[config.mk]
export PLATFORM = sky130hd
export DESIGN_NAME = bus_hold_ctrl
export DESIGN_NICKNAME = d
export VERILOG_FILES = /design/src/rtl/hold_pkg.sv /design/src/rtl/hold_req_sync.sv /design/src/rtl/hold_dly_cnt.sv /design/src/rtl/hold_fsm.sv /design/src/rtl/hold_viol_det.sv /design/src/rtl/bus_hold_ctrl.sv
export SDC_FILE = /design/constraint.sdc
export NUM_CORES = 1
export LEC_CHECK = 0
export ABC_AREA = 1
export BUFFER_PORTS_ARGS = -buffer_cell sky130_fd_sc_hd__buf_2
export CAP_MARGIN = 0
export CORE_MARGIN = 2
export CORE_UTILIZATION = 30
export DETAILED_ROUTE_END_ITERATION = 12
export HOLD_SLACK_MARGIN = 0.05
export PLACE_DENSITY = 0.56
export SKIP_CTS_REPAIR_TIMING = 1
export SYNTH_ARGS = -nofsm -noshare
export SYNTH_HDL_FRONTEND = slang
export SYNTH_SLANG_ARGS = --single-unit
[constraint.sdc]
create_clock -name clk -period 2.2 [get_ports clk]
set_input_delay 0.22 -clock clk [delete_from_list [all_inputs] [get_ports clk]]
set_output_delay 0.22 -clock clk [all_outputs]
set_load 0.02 [all_outputs]
[src/rtl/hold_pkg.sv]
package hold_pkg;

  typedef enum logic [2:0] {
    HS_IDLE      = 3'd0,
    HS_WAIT_DONE = 3'd1,
    HS_FLOAT     = 3'd2,
    HS_GRANTED   = 3'd3,
    HS_REDRIVE   = 3'd4,
    HS_RELEASE   = 3'd5
  } hold_state_e;

  // Extra wait cycles in WAIT_DONE beyond what synchronizer + FSM already give.
  function automatic int float_extra(input int min_float, input int sync_stages);
    return (min_float > sync_stages + 2) ? (min_float - sync_stages - 2) : 0;
  endfunction

  // Number of cycles the FSM stays in REDRIVE (at least one).
  function automatic int redrive_span(input int redrive_cyc, input int sync_stages);
    return (redrive_cyc - sync_stages > 1) ? (redrive_cyc - sync_stages) : 1;
  endfunction

  function automatic int ack_span(input int ack_lag);
    return (ack_lag < 1) ? 1 : ack_lag;
  endfunction

  function automatic int max3(input int a, input int b, input int c);
    int m;
    m = (a > b) ? a : b;
    return (m > c) ? m : c;
  endfunction

  // Local side owns the pins in these states.
  function automatic logic drives_bus(input hold_state_e s);
    return (s == HS_IDLE) || (s == HS_WAIT_DONE) || (s == HS_RELEASE);
  endfunction

  // Acknowledge is asserted in these states.
  function automatic logic ack_active(input hold_state_e s);
    return (s == HS_GRANTED) || (s == HS_REDRIVE) || (s == HS_RELEASE);
  endfunction

endpackage

[src/rtl/hold_req_sync.sv]
module hold_req_sync #(
  parameter int STAGES = 2
) (
  input  logic clk,
  input  logic rst_n,
  input  logic req_n_async,
  output logic req_o
);
  localparam int N = (STAGES < 2) ? 2 : STAGES;

  logic [N-1:0] stg_q;

  always_ff @(posedge clk or negedge rst_n) begin
    if (!rst_n) stg_q <= '1;
    else        stg_q <= {stg_q[N-2:0], req_n_async};
  end

  assign req_o = ~stg_q[N-1];
endmodule

[src/rtl/hold_dly_cnt.sv]
module hold_dly_cnt #(
  parameter int W = 2
) (
  input  logic         clk,
  input  logic         rst_n,
  input  logic         load,
  input  logic [W-1:0] load_val,
  input  logic         dec,
  output logic         zero
);
  logic [W-1:0] cnt_q;

  always_ff @(posedge clk or negedge rst_n) begin
    if (!rst_n)                    cnt_q <= '0;
    else if (load)                 cnt_q <= load_val;
    else if (dec && cnt_q != '0)   cnt_q <= cnt_q - 1'b1;
  end

  assign zero = (cnt_q == '0);
endmodule

[src/rtl/hold_fsm.sv]
module hold_fsm
  import hold_pkg::*;
#(
  parameter int W           = 2,
  parameter int FLOAT_EXTRA = 0,
  parameter int REDRIVE_LEN = 2,
  parameter int ACK_LEN     = 1
) (
  input  logic         clk,
  input  logic         rst_n,
  input  logic         req,
  input  logic         req_disable,
  input  logic         xfer_busy,
  input  logic         cnt_zero,
  output hold_state_e  state,
  output logic         cnt_load,
  output logic [W-1:0] cnt_val,
  output logic         cnt_dec,
  output logic         ev_wait_abort,
  output logic         ev_grant_exit
);
  hold_state_e state_q, state_d;

  always_ff @(posedge clk or negedge rst_n) begin
    if (!rst_n) state_q <= HS_IDLE;
    else        state_q <= state_d;
  end

  always_comb begin
    state_d       = state_q;
    cnt_load      = 1'b0;
    cnt_val       = '0;
    cnt_dec       = 1'b0;
    ev_wait_abort = 1'b0;
    ev_grant_exit = 1'b0;
    case (state_q)
      HS_IDLE: begin
        if (req && !req_disable) begin
          state_d  = HS_WAIT_DONE;
          cnt_load = 1'b1;
          cnt_val  = W'(FLOAT_EXTRA);
        end
      end
      HS_WAIT_DONE: begin
        if (!req) begin
          state_d       = HS_IDLE;
          ev_wait_abort = 1'b1;
        end else if (cnt_zero && !xfer_busy) begin
          state_d  = HS_FLOAT;
          cnt_load = 1'b1;
          cnt_val  = W'(ACK_LEN - 1);
        end else begin
          cnt_dec = 1'b1;
        end
      end
      HS_FLOAT: begin
        if (cnt_zero) state_d = HS_GRANTED;
        else          cnt_dec = 1'b1;
      end
      HS_GRANTED: begin
        if (!req) begin
          state_d       = HS_REDRIVE;
          ev_grant_exit = 1'b1;
          cnt_load      = 1'b1;
          cnt_val       = W'(REDRIVE_LEN - 1);
        end
      end
      HS_REDRIVE: begin
        if (cnt_zero) begin
          state_d  = HS_RELEASE;
          cnt_load = 1'b1;
          cnt_val  = W'(ACK_LEN - 1);
        end else begin
          cnt_dec = 1'b1;
        end
      end
      HS_RELEASE: begin
        if (cnt_zero) state_d = HS_IDLE;
        else          cnt_dec = 1'b1;
      end
      default: state_d = HS_IDLE;
    endcase
  end

  assign state = state_q;
endmodule

[src/rtl/hold_viol_det.sv]
module hold_viol_det #(
  parameter int LIMIT = 3
) (
  input  logic clk,
  input  logic rst_n,
  input  logic in_granted,
  input  logic grant_exit,
  input  logic wait_abort,
  output logic early_rel
);
  localparam int AGE_W = $clog2(LIMIT + 1);

  logic [AGE_W-1:0] age_q;
  logic             short_grant;

  always_ff @(posedge clk or negedge rst_n) begin
    if (!rst_n)                         age_q <= '0;
    else if (!in_granted)               age_q <= '0;
    else if (age_q != AGE_W'(LIMIT))    age_q <= age_q + 1'b1;
  end

  assign short_grant = grant_exit && (age_q < AGE_W'(LIMIT));

  always_ff @(posedge clk or negedge rst_n) begin
    if (!rst_n) early_rel <= 1'b0;
    else        early_rel <= wait_abort | short_grant;
  end
endmodule

[src/rtl/bus_hold_ctrl.sv]
module bus_hold_ctrl
  import hold_pkg::*;
#(
  parameter int SYNC_STAGES   = 2,
  parameter int MIN_FLOAT_CYC = 2,
  parameter int REDRIVE_CYC   = 4,
  parameter int ACK_LAG       = 1
) (
  input  logic clk,
  input  logic rst_n,
  input  logic hold_req_n,
  input  logic hold_disable,
  input  logic xfer_busy,
  output logic hold_ack_n,
  output logic bus_oe,
  output logic grant_block,
  output logic early_rel
);
  localparam int FLOAT_EXTRA = float_extra(MIN_FLOAT_CYC, SYNC_STAGES);
  localparam int REDRIVE_LEN = redrive_span(REDRIVE_CYC, SYNC_STAGES);
  localparam int ACK_LEN     = ack_span(ACK_LAG);
  localparam int CNT_MAX     = max3(FLOAT_EXTRA, REDRIVE_LEN, ACK_LEN);
  localparam int CNT_W       = (CNT_MAX < 2) ? 1 : $clog2(CNT_MAX + 1);
  localparam int GRANT_MIN   = SYNC_STAGES + 1;

  // Named internal events, also observed by the bound checker.
  logic              req_sync;
  logic              cnt_zero, cnt_load, cnt_dec;
  logic [CNT_W-1:0]  cnt_val;
  logic              ev_wait_abort, ev_grant_exit;
  hold_state_e       state;

  hold_req_sync #(.STAGES(SYNC_STAGES)) u_sync (
    .clk         (clk),
    .rst_n       (rst_n),
    .req_n_async (hold_req_n),
    .req_o       (req_sync)
  );

  hold_dly_cnt #(.W(CNT_W)) u_cnt (
    .clk      (clk),
    .rst_n    (rst_n),
    .load     (cnt_load),
    .load_val (cnt_val),
    .dec      (cnt_dec),
    .zero     (cnt_zero)
  );

  hold_fsm #(
    .W           (CNT_W),
    .FLOAT_EXTRA (FLOAT_EXTRA),
    .REDRIVE_LEN (REDRIVE_LEN),
    .ACK_LEN     (ACK_LEN)
  ) u_fsm (
    .clk           (clk),
    .rst_n         (rst_n),
    .req           (req_sync),
    .req_disable   (hold_disable),
    .xfer_busy     (xfer_busy),
    .cnt_zero      (cnt_zero),
    .state         (state),
    .cnt_load      (cnt_load),
    .cnt_val       (cnt_val),
    .cnt_dec       (cnt_dec),
    .ev_wait_abort (ev_wait_abort),
    .ev_grant_exit (ev_grant_exit)
  );

  hold_viol_det #(.LIMIT(GRANT_MIN)) u_viol (
    .clk        (clk),
    .rst_n      (rst_n),
    .in_granted (state == HS_GRANTED),
    .grant_exit (ev_grant_exit),
    .wait_abort (ev_wait_abort),
    .early_rel  (early_rel)
  );

  assign bus_oe      = drives_bus(state);
  assign hold_ack_n  = ~ack_active(state);
  assign grant_block = (state != HS_IDLE);
endmodule

==> summary.md <==
| Metric | Value |
|---|---|
| Startpoint Class | flop |
| Crit path capture type | output port |
| Post-synthesis average cell area | 7.447 µm² |
| Syn_nets | 90 |
| Crit Path Class | flop to output port |
| Max Cap Viol | 0 |
| Fmax | 624.7 MHz |
| Starting Density | 31.51% |
| Place WS | 0.8873 ns |
| Final wirelength | 1.121 mm |
| Seq/Total Area, Yosys | 40.89% |
| R2R Path End | u_fsm.state[1]$_DFFE_PN0P_ |
| Library cells used by synthesis | 17 |
| Crit-path max cell delay | 0.57 ns |
| Area grow syn2layout | 15.79% |
| Core ar. | 1962 µm² |
| Commonest non-fill, non-tap cell in the layout | nand2_1 |
| Largest net degree at the start of global routing | 12 |
| CTS tree | yes |
| Die height | 49.39 µm |
| Cell area after synthesis | 618.1 µm² |
| Max Clock Skew | 0.006663 ns |
| Crit path setup slack, layout | 0.5993 ns |
| FP Rows | 16 |
| Worst path slowest cell | dfrtp_1 |
| Final count of pins violating max slew | 0 |
| Num ports | 9 |
| CTS clk-pin slew, worst paths | 0.06 ns |
| Die X | 49.39 µm |
| Initial antenna violation count | 0 |
| Worst endpoint required time | 1.98 ns |
| CTS sink count | 10 |
| Yosys warns | 0 |
| Final setup TNS | 0 ns |
| Synth Register Bits | 10 |
| Maximum clock insertion buffer count | 2 |
| PwrDens | 1239 nW/µm² |
| Status | finished clean |
| Most frequent cells in the layout | nand2_1 (22), inv_1 (12), nand3_1 (11), buf_2 (8), dfrtp_1 (8) |
| Endpoints failing setup | 0 |
| Leak | 0.0003865 µW |
| H-tree depth | 1 |
| Worst-case reg-to-reg path depth | 7 |
| Family with the most delay on the worst path | flip-flops |
| Share of cells above drive strength 1 | 22.11% |
| Routability Congestion | 0.8195 |
| Via count | 546 |
| Slew margin rel. | 74.10% |
| Period utilization | 72.76% |
| DR vias/cell | 4.475 |
| CP arrival | 1.38 ns |
| WP buf/inv | 2 |
| Final hold vios | 0 |
| # diodes | 0 |
| WL per Instance | 9.189 µm |
| Initial DRC count | 2 |
| DP Wirelength | 886.9 µm |
| R2R Setup Slk | 0.86 ns |
| PortBufs | 8 |
| Worst-margin pin slew | 0.3886 ns |
| Critical Path Fanout Max | 11 |
| Post-route ant nets | 0 |
| Clk root buf | clkbuf_4 |
| Drt first pass iters | 4 |
| RSZ-0062 raised after global routing | no |
| Total global-route track usage | 11.48% |
| First-pass GRT wire length | 2.083 mm |
| Worst-case vdd ir drop | 0.0003783 V |
| Global route total overflow | 0 |
| Worst hold path class | input port to asynchronous set/reset pin |
| Reg-to-Reg Start | u_fsm.state[1]$_DFFE_PN0P_ |
| Total Die Area | 2439 µm² |
| Synth Instances | 83 |
| Vias in the first global route | 508 |
| Final Net Count | 103 |
| CP startpoint | u_fsm.state[1]$_DFFE_PN0P_ |
| Residual DRC count | 0 |
| Worst path cell trace | inv_1 -> nor2_4 -> a21oi_1 -> buf_2 |
| Post-route minimum period | 1.601 ns |
| Clk_lat worst skew | 0.26 ns |
| Inserted Clock Buffers | 3 |
[report_power, final]
group          internal, µW  switching [µW]
Clock                  69.7            54.4
Combinational           164             291
Sequential              238            69.2
[cells by family (layout without fill, tap and decap cells)]
group | count (synthesis) | in the layout | synth area share (%)
AOI/OAI and AO/OA | 8 | 8 | 6.882
adders and majority gates | 2 | 2 | 4.048
buffers and inverters | 16 | 28 | 12.95
DFF | 10 | 10 | 40.89
and+or+nand+nor | 47 | 47 | 35.22
[sequential cells by signal, summed over array words and instances (netlist names)]
| name | cells |
|---|---|
| u_fsm.state | 3 |
| u_cnt.cnt_q | 2 |
| u_sync.stg_q | 2 |
| u_viol.age_q | 2 |
| u_viol.early_rel | 1 |
[worst register-to-register path, stage by stage, from the launching register on]
cell and delay, ns:
dfrtp_1 0.57, inv_1 0.15, nor2_4 0.18, nand2_1 0.09, nand3_1 0.09, nor2_2 0.04
nand2_1 0.05, nand2_1 0.06
[synthesized netlist by cell type (all sizes together)]
cell type | number | area (µm²)
dfstp | 2 | 52.55
dfrtp | 8 | 200.2
buf | 2 | 22.52
nand4 | 3 | 18.77
o21ai | 2 | 10.01
nand3 | 11 | 55.05
nand2 | 25 | 101.4
nor2 | 8 | 42.54
a211oi | 1 | 7.510
ha | 2 | 25.02
a21oi | 5 | 25.02
inv | 14 | 57.55
[metal layers]
metal | track usage (%) | share of wire (%)
met5 | 0 | 0
met4 | 8.333 | 1.2
met3 | 2.761 | 3.0
met2 | 18.24 | 47
met1 | 13.38 | 48
[worst max path at each step]
stage | endpoint | slack (ns) | cells after the start
floorplan | hold_ack_n | 1.01 | 5
global placement | u_fsm.state[0]$_DFFE_PN0P_ | 0.88 | 7
detailed placement | u_fsm.state[1]$_DFFE_PN0P_ | 0.89 | 7
CTS | hold_ack_n | 0.59 | 4
global route | hold_ack_n | 0.48 | 4
finish | hold_ack_n | 0.60 | 4
[layout make-up]
cell class,instances,area [µm²]
Multi-Input combinational cell,57,285.3
Tap cell,27,33.78
Fill cell,222,1246
Clock buffer,4,26.28
Inverter,14,57.56
Sequential cell,10,252.7
Timing Repair Buffer,10,60.06
[per-stage QoR]
stage               hold WS (ns)  area, µm²  total power [µW]  instances  util (%)
finish                    0.3508      715.7             887.0        122     36.48
CTS                      -0.1953      695.7             899.4        120     35.46
global placement         0.08838      669.4             762.5        116     34.12
global route              0.3596      715.7             996.3        122     36.48
detailed placement       0.08949      669.4             766.1        116     34.12
floorplan               -0.07559      618.1             682.8         83         -
No activity file was read; power rests on OpenSTA's default activity.
